`src/rtl/ilv_map_pkg.sv`:
```
package ilv_map_pkg;

    localparam int NUM_BANKS  = 10;
    localparam int NUM_PAIRS  = 5;
    localparam int BANK_IDX_W = 4;
    localparam int SIZE_W     = 2;

    typedef enum logic [SIZE_W-1:0] {
        SZ_NONE  = 2'd0,
        SZ_SMALL = 2'd1,
        SZ_LARGE = 2'd2,
        SZ_RSVD  = 2'd3
    } size_code_e;

    // Pair 0 is the on-board bank pair. Each expansion pair joins a bank
    // with the bank of the same side in the neighbouring slot.
    function automatic int pair_first_bank(input int p);
        return (p == 0) ? 0 : 2 + 4 * ((p - 1) / 2) + ((p - 1) % 2);
    endfunction

    function automatic int pair_second_bank(input int p);
        return (p == 0) ? 1 : pair_first_bank(p) + 2;
    endfunction

endpackage

```
`src/rtl/ilv_cfg_calc.sv`:
```
module ilv_cfg_calc
    import ilv_map_pkg::*;
#(
    parameter int ADDR_W     = 26,
    parameter int SMALL_LOG2 = 20,
    parameter int LARGE_LOG2 = 22
) (
    input  logic [NUM_BANKS*SIZE_W-1:0]       bank_size,
    output logic [NUM_PAIRS-1:0]              pair_ilv,
    output logic [NUM_PAIRS-1:0][ADDR_W-1:0]  pair_base,
    output logic [NUM_PAIRS-1:0][ADDR_W-1:0]  len_a,
    output logic [NUM_PAIRS-1:0][ADDR_W-1:0]  len_b
);

    function automatic logic [ADDR_W-1:0] code_len(input logic [SIZE_W-1:0] c);
        case (size_code_e'(c))
            SZ_SMALL: code_len = ADDR_W'(1) << SMALL_LOG2;
            SZ_LARGE: code_len = ADDR_W'(1) << LARGE_LOG2;
            default:  code_len = '0;
        endcase
    endfunction

    for (genvar p = 0; p < NUM_PAIRS; p++) begin : g_pair
        localparam int FB = pair_first_bank(p);
        localparam int SB = pair_second_bank(p);
        assign len_a[p]    = code_len(bank_size[SIZE_W*FB +: SIZE_W]);
        assign len_b[p]    = code_len(bank_size[SIZE_W*SB +: SIZE_W]);
        assign pair_ilv[p] = (len_a[p] != '0) && (len_a[p] == len_b[p]);
    end

    // Pairs stack upward; empty banks add nothing to the running base.
    always_comb begin
        logic [ADDR_W-1:0] acc;
        acc = '0;
        for (int p = 0; p < NUM_PAIRS; p++) begin
            pair_base[p] = acc;
            acc          = acc + len_a[p] + len_b[p];
        end
    end

endmodule

```
`src/rtl/ilv_pair_decode.sv`:
```
module ilv_pair_decode
    import ilv_map_pkg::*;
#(
    parameter int ADDR_W      = 26,
    parameter int OFF_W       = 22,
    parameter int FIRST_BANK  = 0,
    parameter int SECOND_BANK = 1
) (
    input  logic [ADDR_W-1:0]     addr,
    input  logic [ADDR_W-1:0]     base,
    input  logic [ADDR_W-1:0]     len_a,
    input  logic [ADDR_W-1:0]     len_b,
    input  logic                  ilv_en,
    output logic                  hit,
    output logic [BANK_IDX_W-1:0] bank,
    output logic [OFF_W-1:0]      off,
    output logic                  ilv
);

    localparam logic [BANK_IDX_W-1:0] FB = BANK_IDX_W'(FIRST_BANK);
    localparam logic [BANK_IDX_W-1:0] SB = BANK_IDX_W'(SECOND_BANK);

    logic [ADDR_W-1:0] rel;
    logic [ADDR_W-1:0] span;

    always_comb begin
        rel  = addr - base;
        span = len_a + len_b;
        hit  = (addr >= base) && (rel < span);
        ilv  = ilv_en;
        bank = FB;
        off  = '0;
        if (ilv_en) begin
            bank = rel[0] ? SB : FB;
            off  = OFF_W'(rel >> 1);
        end else if (rel < len_a) begin
            bank = FB;
            off  = OFF_W'(rel);
        end else begin
            bank = SB;
            off  = OFF_W'(rel - len_a);
        end
    end

endmodule

```
`src/rtl/ilv_bank_mapper.sv`:
```
module ilv_bank_mapper
    import ilv_map_pkg::*;
#(
    parameter int ADDR_W     = 26,
    parameter int SMALL_LOG2 = 20,
    parameter int LARGE_LOG2 = 22
) (
    input  logic                          clk,
    input  logic                          rst_n,
    input  logic                          cfg_strobe,
    input  logic [NUM_BANKS*SIZE_W-1:0]   bank_size,
    input  logic [ADDR_W-1:0]             addr,
    output logic                          map_hit,
    output logic [BANK_IDX_W-1:0]         map_bank,
    output logic [LARGE_LOG2-1:0]         map_off,
    output logic                          map_ilv
);

    localparam int OFF_W = LARGE_LOG2;

    typedef struct packed {
        logic [NUM_PAIRS-1:0]             ilv;
        logic [NUM_PAIRS-1:0][ADDR_W-1:0] base;
        logic [NUM_PAIRS-1:0][ADDR_W-1:0] len_a;
        logic [NUM_PAIRS-1:0][ADDR_W-1:0] len_b;
        logic                             hit;
        logic [BANK_IDX_W-1:0]            bank;
        logic [OFF_W-1:0]                 off;
        logic                             ilv_out;
    } state_t;

    state_t st_d, st_q;

    logic [NUM_PAIRS-1:0]                  calc_ilv;
    logic [NUM_PAIRS-1:0][ADDR_W-1:0]      calc_base;
    logic [NUM_PAIRS-1:0][ADDR_W-1:0]      calc_len_a;
    logic [NUM_PAIRS-1:0][ADDR_W-1:0]      calc_len_b;

    logic [NUM_PAIRS-1:0]                  pd_hit;
    logic [NUM_PAIRS-1:0][BANK_IDX_W-1:0]  pd_bank;
    logic [NUM_PAIRS-1:0][OFF_W-1:0]       pd_off;
    logic [NUM_PAIRS-1:0]                  pd_ilv;

    ilv_cfg_calc #(
        .ADDR_W     (ADDR_W),
        .SMALL_LOG2 (SMALL_LOG2),
        .LARGE_LOG2 (LARGE_LOG2)
    ) u_cfg (
        .bank_size (bank_size),
        .pair_ilv  (calc_ilv),
        .pair_base (calc_base),
        .len_a     (calc_len_a),
        .len_b     (calc_len_b)
    );

    for (genvar p = 0; p < NUM_PAIRS; p++) begin : g_dec
        ilv_pair_decode #(
            .ADDR_W      (ADDR_W),
            .OFF_W       (OFF_W),
            .FIRST_BANK  (pair_first_bank(p)),
            .SECOND_BANK (pair_second_bank(p))
        ) u_dec (
            .addr   (addr),
            .base   (st_q.base[p]),
            .len_a  (st_q.len_a[p]),
            .len_b  (st_q.len_b[p]),
            .ilv_en (st_q.ilv[p]),
            .hit    (pd_hit[p]),
            .bank   (pd_bank[p]),
            .off    (pd_off[p]),
            .ilv    (pd_ilv[p])
        );
    end

    always_comb begin
        st_d         = st_q;
        st_d.hit     = 1'b0;
        st_d.bank    = '0;
        st_d.off     = '0;
        st_d.ilv_out = 1'b0;
        // Pair windows are disjoint, so at most one decoder reports a hit.
        for (int p = 0; p < NUM_PAIRS; p++) begin
            if (pd_hit[p]) begin
                st_d.hit     = 1'b1;
                st_d.bank    = pd_bank[p];
                st_d.off     = pd_off[p];
                st_d.ilv_out = pd_ilv[p];
            end
        end
        if (cfg_strobe) begin
            st_d.ilv   = calc_ilv;
            st_d.base  = calc_base;
            st_d.len_a = calc_len_a;
            st_d.len_b = calc_len_b;
        end
    end

    always_ff @(posedge clk or negedge rst_n) begin
        if (!rst_n) begin
            st_q <= '0;
        end else begin
            st_q <= st_d;
        end
    end

    assign map_hit  = st_q.hit;
    assign map_bank = st_q.bank;
    assign map_off  = st_q.off;
    assign map_ilv  = st_q.ilv_out;

endmodule

```
`config.mk`:
```
export PLATFORM = sky130hd
export DESIGN_NAME = ilv_bank_mapper
export DESIGN_NICKNAME = d
export VERILOG_FILES = /design/src/rtl/ilv_map_pkg.sv /design/src/rtl/ilv_cfg_calc.sv /design/src/rtl/ilv_pair_decode.sv /design/src/rtl/ilv_bank_mapper.sv
export SDC_FILE = /design/constraint.sdc
export NUM_CORES = 1
export LEC_CHECK = 0
export BUFFER_PORTS_ARGS = -buffer_cell sky130_fd_sc_hd__buf_2
export CAP_MARGIN = 10
export CELL_PAD_IN_SITES_DETAIL_PLACEMENT = 1
export CELL_PAD_IN_SITES_GLOBAL_PLACEMENT = 2
export CORE_MARGIN = 2
export CORE_UTILIZATION = 35
export CTS_BUF_LIST = sky130_fd_sc_hd__clkbuf_4 sky130_fd_sc_hd__clkbuf_8
export CTS_CLUSTER_DIAMETER = 30
export DETAILED_ROUTE_END_ITERATION = 16
export PLACE_DENSITY = 0.82
export SLEW_MARGIN = 10
export SYNTH_ARGS = -nofsm -noshare
export SYNTH_HDL_FRONTEND = slang
export SYNTH_SLANG_ARGS = --single-unit
```
`constraint.sdc`:
```
create_clock -name clk -period 7.6 [get_ports clk]
set_clock_uncertainty 0.05 [all_clocks]
set_input_delay 0.38 -clock clk [delete_from_list [all_inputs] [get_ports clk]]
set_output_delay 0.38 -clock clk [all_outputs]
set_load 0.1 [all_outputs]
```
Yosys cells after proc, flatten, opt, wreduce, memory -nomap -nowiden
Index checks and enable logic that the tools add are counted.
{"block": "totals", "regBits": 382, "mem_bits_ro": 0, "word_cells": 135, "memories": 0, "out_inout_bits": 28, "inputBits": 49, "latch_bits": 0, "ramBits": 0}
{"block": "op_classes", "n_reduce_logical": 15, "bitwise": 0, "eq_ne": 25, "div": 0, "order_cmp": 15, "mul": 0, "add_sub_neg": 21, "shift": 0, "mux": 40}
{"operator": "$pmux 23 s2", "count": 10}
{"operator": "$mux 22", "count": 10}
{"operator": "$mux 28", "count": 5}
{"operator": "$add 23x26->26", "count": 5}
{"operator": "$add 26x23->26", "count": 5}
{"operator": "$lt 26x23->1", "count": 5}
{"operator": "$lt 26x26->1", "count": 5}
{"operator": "$reduce_bool 26->1", "count": 5}
{"operator": "$eq 23x23->1", "count": 5}
{"operator": "$sub 22x22->22", "count": 5}
{"operator": "$ge 26x26->1", "count": 4}
{"operator": "$sub 26x26->26", "count": 4}
{"operator": "$mux 4", "count": 9}
{"operator": "$ge 26x1->1 const B", "count": 1}
{"operator": "$add 24x23->25", "count": 1}
{"operator": "$add 23x23->24", "count": 1}
{"operator": "$eq 2x1->1 const B", "count": 10}
{"operator": "$eq 2x2->1 const B", "count": 10}
{"operator": "$mux 3", "count": 4}
{"operator": "$logic_and 1x1->1", "count": 10}
{"operator": "$mux 1", "count": 2}

Longest topological paths before layout
{"block": "logic_depth", "ltp_word": 9, "depth_mapped": 20, "ltp_nobuf": 20}

Cells and area by module
Synthesis repeated with hierarchy kept, for this count alone.
{"block": "hier_totals", "cells_unflattened": 5008, "area_unflattened_um2": 44367.6}
{"mod": "ilv_bank_mapper", "area_each_um2": 16503.3, "cells_each": 1048, "instances": 1, "seq_area_each_um2": 10585.2}
{"mod": "ilv_pair_decode (g_dec[4].u_dec)", "area_each_um2": 5072.4, "cells_each": 717, "instances": 1, "seq_area_each_um2": 0.0}
{"mod": "ilv_pair_decode (g_dec[2].u_dec)", "area_each_um2": 4972.3, "cells_each": 725, "instances": 1, "seq_area_each_um2": 0.0}
{"mod": "ilv_pair_decode (g_dec[3].u_dec)", "area_each_um2": 4968.5, "cells_each": 724, "instances": 1, "seq_area_each_um2": 0.0}
{"mod": "ilv_pair_decode (g_dec[0].u_dec)", "area_each_um2": 4775.8, "cells_each": 690, "instances": 1, "seq_area_each_um2": 0.0}
{"mod": "ilv_pair_decode (g_dec[1].u_dec)", "area_each_um2": 4631.9, "cells_each": 656, "instances": 1, "seq_area_each_um2": 0.0}
{"mod": "ilv_cfg_calc", "area_each_um2": 3443.3, "cells_each": 448, "instances": 1, "seq_area_each_um2": 0.0}

Least setup slack after synthesis
Ideal clock, no wire load.
{"block": "synth_path", "path_type": "input -> register", "start": "input bank_size[4]", "end": "register st_q[417] (netlist name)", "setup_ns": 0.130, "n_path_buf": 0, "setup_slack_ns": 3.684, "required_time_ns": 7.420, "arrival_time_ns": 3.736, "cell_stages": 19, "path_cell_list": "inv_1 > ha_1 > inv_1 > fa_1 > inv_1 > ha_1 > xnor2_1 > fa_1 > inv_1 > ha_1 > inv_1 > fa_1 > inv_1 > ha_1 > a21oi_1 > nor2_1 > xnor2_1 > nand2_1 > o21ai_0"}
{"item": "start: declaration", "line": "ilv_bank_mapper.sv:11", "source": "input logic [NUM_BANKS*SIZE_W-1:0] bank_size,"}
{"item": "end signal: assignment", "line": "ilv_bank_mapper.sv:102", "source": "st_q <= st_d;"}
{"item": "end: declaration", "line": "ilv_bank_mapper.sv:32", "source": "state_t st_d, st_q;"}

==> out/results.txt <==
The clock reaches the later pin of the worst-skew pair after 0.38 ns. Counting every net in the synthesized netlist gives 767. After global routing, the most crowded layer is met2.

The type of element launching the critical path is an input port. Detailed placement ended at an HPWL of 12.7 mm. The via density per instance was 5.16; the met1 demand-to-capacity share in global routing was 23.8%. At the placement stage, the worst setup path has a slack of 3.20 ns.

The layout has 1924 filler cells. In this run the critical register-to-register path is captured at map_off[15]$_DFF_PN0_. Among all flip-flop cells after synthesis, the most frequent one is dfrtp_1. The worst hold margin is 0.105 ns, and the number of synthesized register bits is 75. In this run the power density over the cells is 296 mW/mm². The routed design has 16.0 mm of wire. Via count: 4752.

Global routing consumed, on the met2 layer, 31.8% of the routing resources. The library cells used most frequently in the layout, excluding fill and tap cells, are inv_1 (86), ha_1 (85), buf_2 (75), dfrtp_1 (75), nand2_1 (40). Data on the critical path arrives at its endpoint at 4.15 ns.

Critical-path maximum fanout: 5. The number of clock buffers inserted by TritonCTS was 9. The placement row count is 47.

In this design, the stage delay of the slowest critical-path cell is 0.56 ns. The number of global-route vias before repair was 5010; the final-report hold violation count was 0. For the total negative setup slack, the log shows 0 ns. The switching portion of total power was 50.4%.

The first global-routing pass estimated 25.9 mm of wire. The root buffer cell chosen for the clock tree is clkbuf_8. Entering global routing, the biggest net connects 77 pins. The part of the total power dissipated in combinational logic came out at 57.7%. Global routing used 3.77% of the available met3 tracks.

After detailed routing, the number of remaining DRC violations is 0. The maximum clock frequency is 252 MHz. The number of antenna diodes is 0, and the number of clock sinks is 75.

The number of flops mapped to enable cells by yosys works out to 0. The flow ran to the end, and the final reports show no timing, DRC or antenna violations. Dividing the final minimum period by the clock period gives 52.2%. Buffers inserted to repair hold after CTS numbered 0. The detail route stage leaves a number of antenna-violating nets equal to 0. The min-delay analysis places its worst path in the category in -> async. The shortest period the worst path allows works out to 3.97 ns.

Measured along the y axis, the die boundary spans 133 µm. After synthesis, the share of flip-flops with an asynchronous set or reset is 100%. Count of input and output buffers: 76. The worst register-to-register path has a setup slack of 3.69 ns. Routability-driven placement finished with a final weighted congestion of 0.812.

The worst-case IR drop observed on VDD is 0.000191 V. Leaving out fill and tap cells, the most frequent cell in the layout is inv_1. The logs give 838 for the net count of the finished layout and 3.28 nW for the leakage power summed over all cells.

At the pin with the least slew margin, the transition time is 0.986 ns. The number of different library cells in the post-synthesis netlist came out at 58. Part of the power in registers: 26.4%.

The clock share of power came out at 15.9%. The slack of the critical path was 3.63 ns. For the count of routing violations after the opening detailed-route iteration, the log shows 177. The logs give 0 for the number of antenna violations at the first check in global routing and 0 for the total of max-cap violations. The worst register-to-register path begins at st_q[360]$_DFFE_PN0P_.

Worst-case clock buffer depth: 2. The H-tree generated during clock tree synthesis spans 3 levels. The post-route netlist has 18.5% of its cells at a drive strength greater than 1. Clock-pin slew was measured on the worst setup and hold paths at 0.08 ns. Measured in cells, the most critical reg-to-reg path has a length of 13. During synthesis, Yosys emitted a total of 0 warnings. 77 I/O pins were placed. The iteration count of the initial detailed-routing pass is 6, and the proportion of synthesized chip area in sequential cells is 32.0%. Wire length per cell after detailed routing: 17.3 µm.

Data on the critical path is required at its endpoint by 7.78 ns. The number of instances in the synthesized netlist was 625. For the mapped cell area, the log shows 0.00587 mm². The cell with the most instances on the worst path is inv_1. Setup repair after global routing left no endpoint under its margin.

The critical path goes through buf_2 -> inv_1 -> ha_1 -> inv_1 -> fa_1 -> inv_1 -> ha_1 -> xnor2_1 -> fa_1 -> inv_1 -> ha_1 -> inv_1 -> fa_1 -> inv_1 -> ha_1 -> a21oi_1 -> nor2_1 -> xnor2_1 -> nand2_1 -> o21ai_0. The floorplan step defined a core boundary enclosing 0.0165 mm². In this run, post-CTS repair resized a total of 0 instances. Endpoint type of the worst setup path: a flip-flop. On the critical path, the stage with the largest delay is an instance of fa_1. Total chip power: 1.97 mW.

The tools report the worst max-slew margin expressed relative to the limit as 34.2%. TritonCTS built the clock tree. The internal power of the cells came out at 0.977 mW. The number of slew-limit violations in the final report was 0; the total routing usage reported by global routing was 18.6%. The critical path class is in -> reg. The analysis attributes to net switching a power of 0.993 mW.

The area growth from synthesis to layout is 13.3%. The tools report the total grt overflow as 0. The overall die area was 0.0178 mm²; the utilization after layout was 40.4%.

Once the clock tree was built, the setup fixing pass inserted 0 buffers. After synthesis, the mean cell area works out to 9.39 µm². The die width is 133 µm, and the final number of setup-violating endpoints is 0. For this configuration, the core starts out at a cell density of 35.6%.
==> power groups by stage <==
stage          logic (mW)  clock network, mW  registers, mW
3_5_place_dp         1.14                  0          0.530
5_1_grt              1.24              0.337          0.532
3_3_place_gp         1.10                  0          0.526
4_1_cts              1.14              0.325          0.522
6_report             1.14              0.312          0.521
2_1_floorplan       0.560                  0          0.875
==> synth_stat cells (2+ instances only) <==
cell,instances,share of area (%)
a211oi_1,8,1.0
o21a_1,8,1.0
nand2b_1,8,0.85
buf_6,2,0.38
buf_1,4,0.26
o22ai_1,5,0.53
nand2_1,40,2.6
nor3b_1,2,0.26
a31oi_1,10,1.1
dfrtp_1,75,32
xor2_1,10,1.5
o221ai_1,2,0.30
mux2i_1,11,1.9
nor2_1,37,2.4
and3b_1,3,0.45
nand4_1,5,0.53
o211ai_1,7,0.90
o2111ai_1,4,0.60
mux2_2,25,4.8
nor4_1,7,0.75
nor3_1,14,1.2
a21boi_0,3,0.38
inv_1,86,5.5
a22o_1,18,2.7
clkbuf_1,11,0.70
or3_1,6,0.64
a21o_1,4,0.51
o21bai_1,2,0.26
o21ai_0,34,2.9
and2_1,4,0.43
ha_1,85,18
nand3b_1,3,0.38
a211o_1,2,0.30
o211a_1,3,0.51
xnor2_1,10,1.5
nor2b_1,8,0.85
a21oi_1,27,2.3
or3b_2,3,0.45
fa_1,8,2.7
nand3_1,3,0.26
==> routing by layer <==
metal | up-vias | wire length [µm]
met3 | 25 | 689
met1 | 2281 | 7390
met4 | 0 | 296
met5 | - | 0
li1 | 2342 | -
met2 | 104 | 7590
==> logic make-up after synthesis <==
| family | synth area share (%) |
|---|---|
| mux | 6.67 |
| xor+xnor | 2.98 |
| simple gates | 12.7 |
| fa+ha+maj | 20.9 |
| buf+inv | 6.93 |
| flops | 32.0 |
| compound gates | 17.9 |
==> through the flow <==
stage	instance area, µm²	std cells
finish	6650	921
global route	6650	921
CTS	6650	921
detailed placement	6460	905
global placement	6460	905
floorplan	5870	625
==> critical path: cells and delay by family <==
kind                     cells  cell delay, ns
XOR/XNOR                     2            0.31
AO/OA/AOI/OAI                2            0.24
buffers and inverters        7            0.47
AND/OR/NAND/NOR              2            0.14
adder cells (fa/ha/maj)      7            2.61
==> area by class of cell <==
class,instances,area (µm²),share of cell area [%]
repair buffers,78,398,5.98
clock inverters,7,68.8,1.03
well taps,220,275,4.14
clock buffers,9,124,1.86
flip-flops and latches,75,1880,28.2
inverters,86,323,4.85
multi-input cells,446,3580,53.9
==> sequential cells by signal, summed over array words and instances (netlist names) <==
signal and cells:
st_q 47, map_off 22, map_bank 4, map_hit 1, map_ilv 1
==> how the worst max path moves through the flow <==
stage / start / end
2_1_floorplan: bank_size[4] / st_q[417]$_DFFE_PN0P_
3_3_place_gp: bank_size[4] / st_q[417]$_DFFE_PN0P_
3_5_place_dp: bank_size[4] / st_q[417]$_DFFE_PN0P_
4_1_cts: bank_size[4] / st_q[417]$_DFFE_PN0P_
5_1_grt: st_q[386]$_DFFE_PN0P_ / map_off[15]$_DFF_PN0_
6_report: bank_size[4] / st_q[417]$_DFFE_PN0P_
Power figures use the tool's default switching activity.
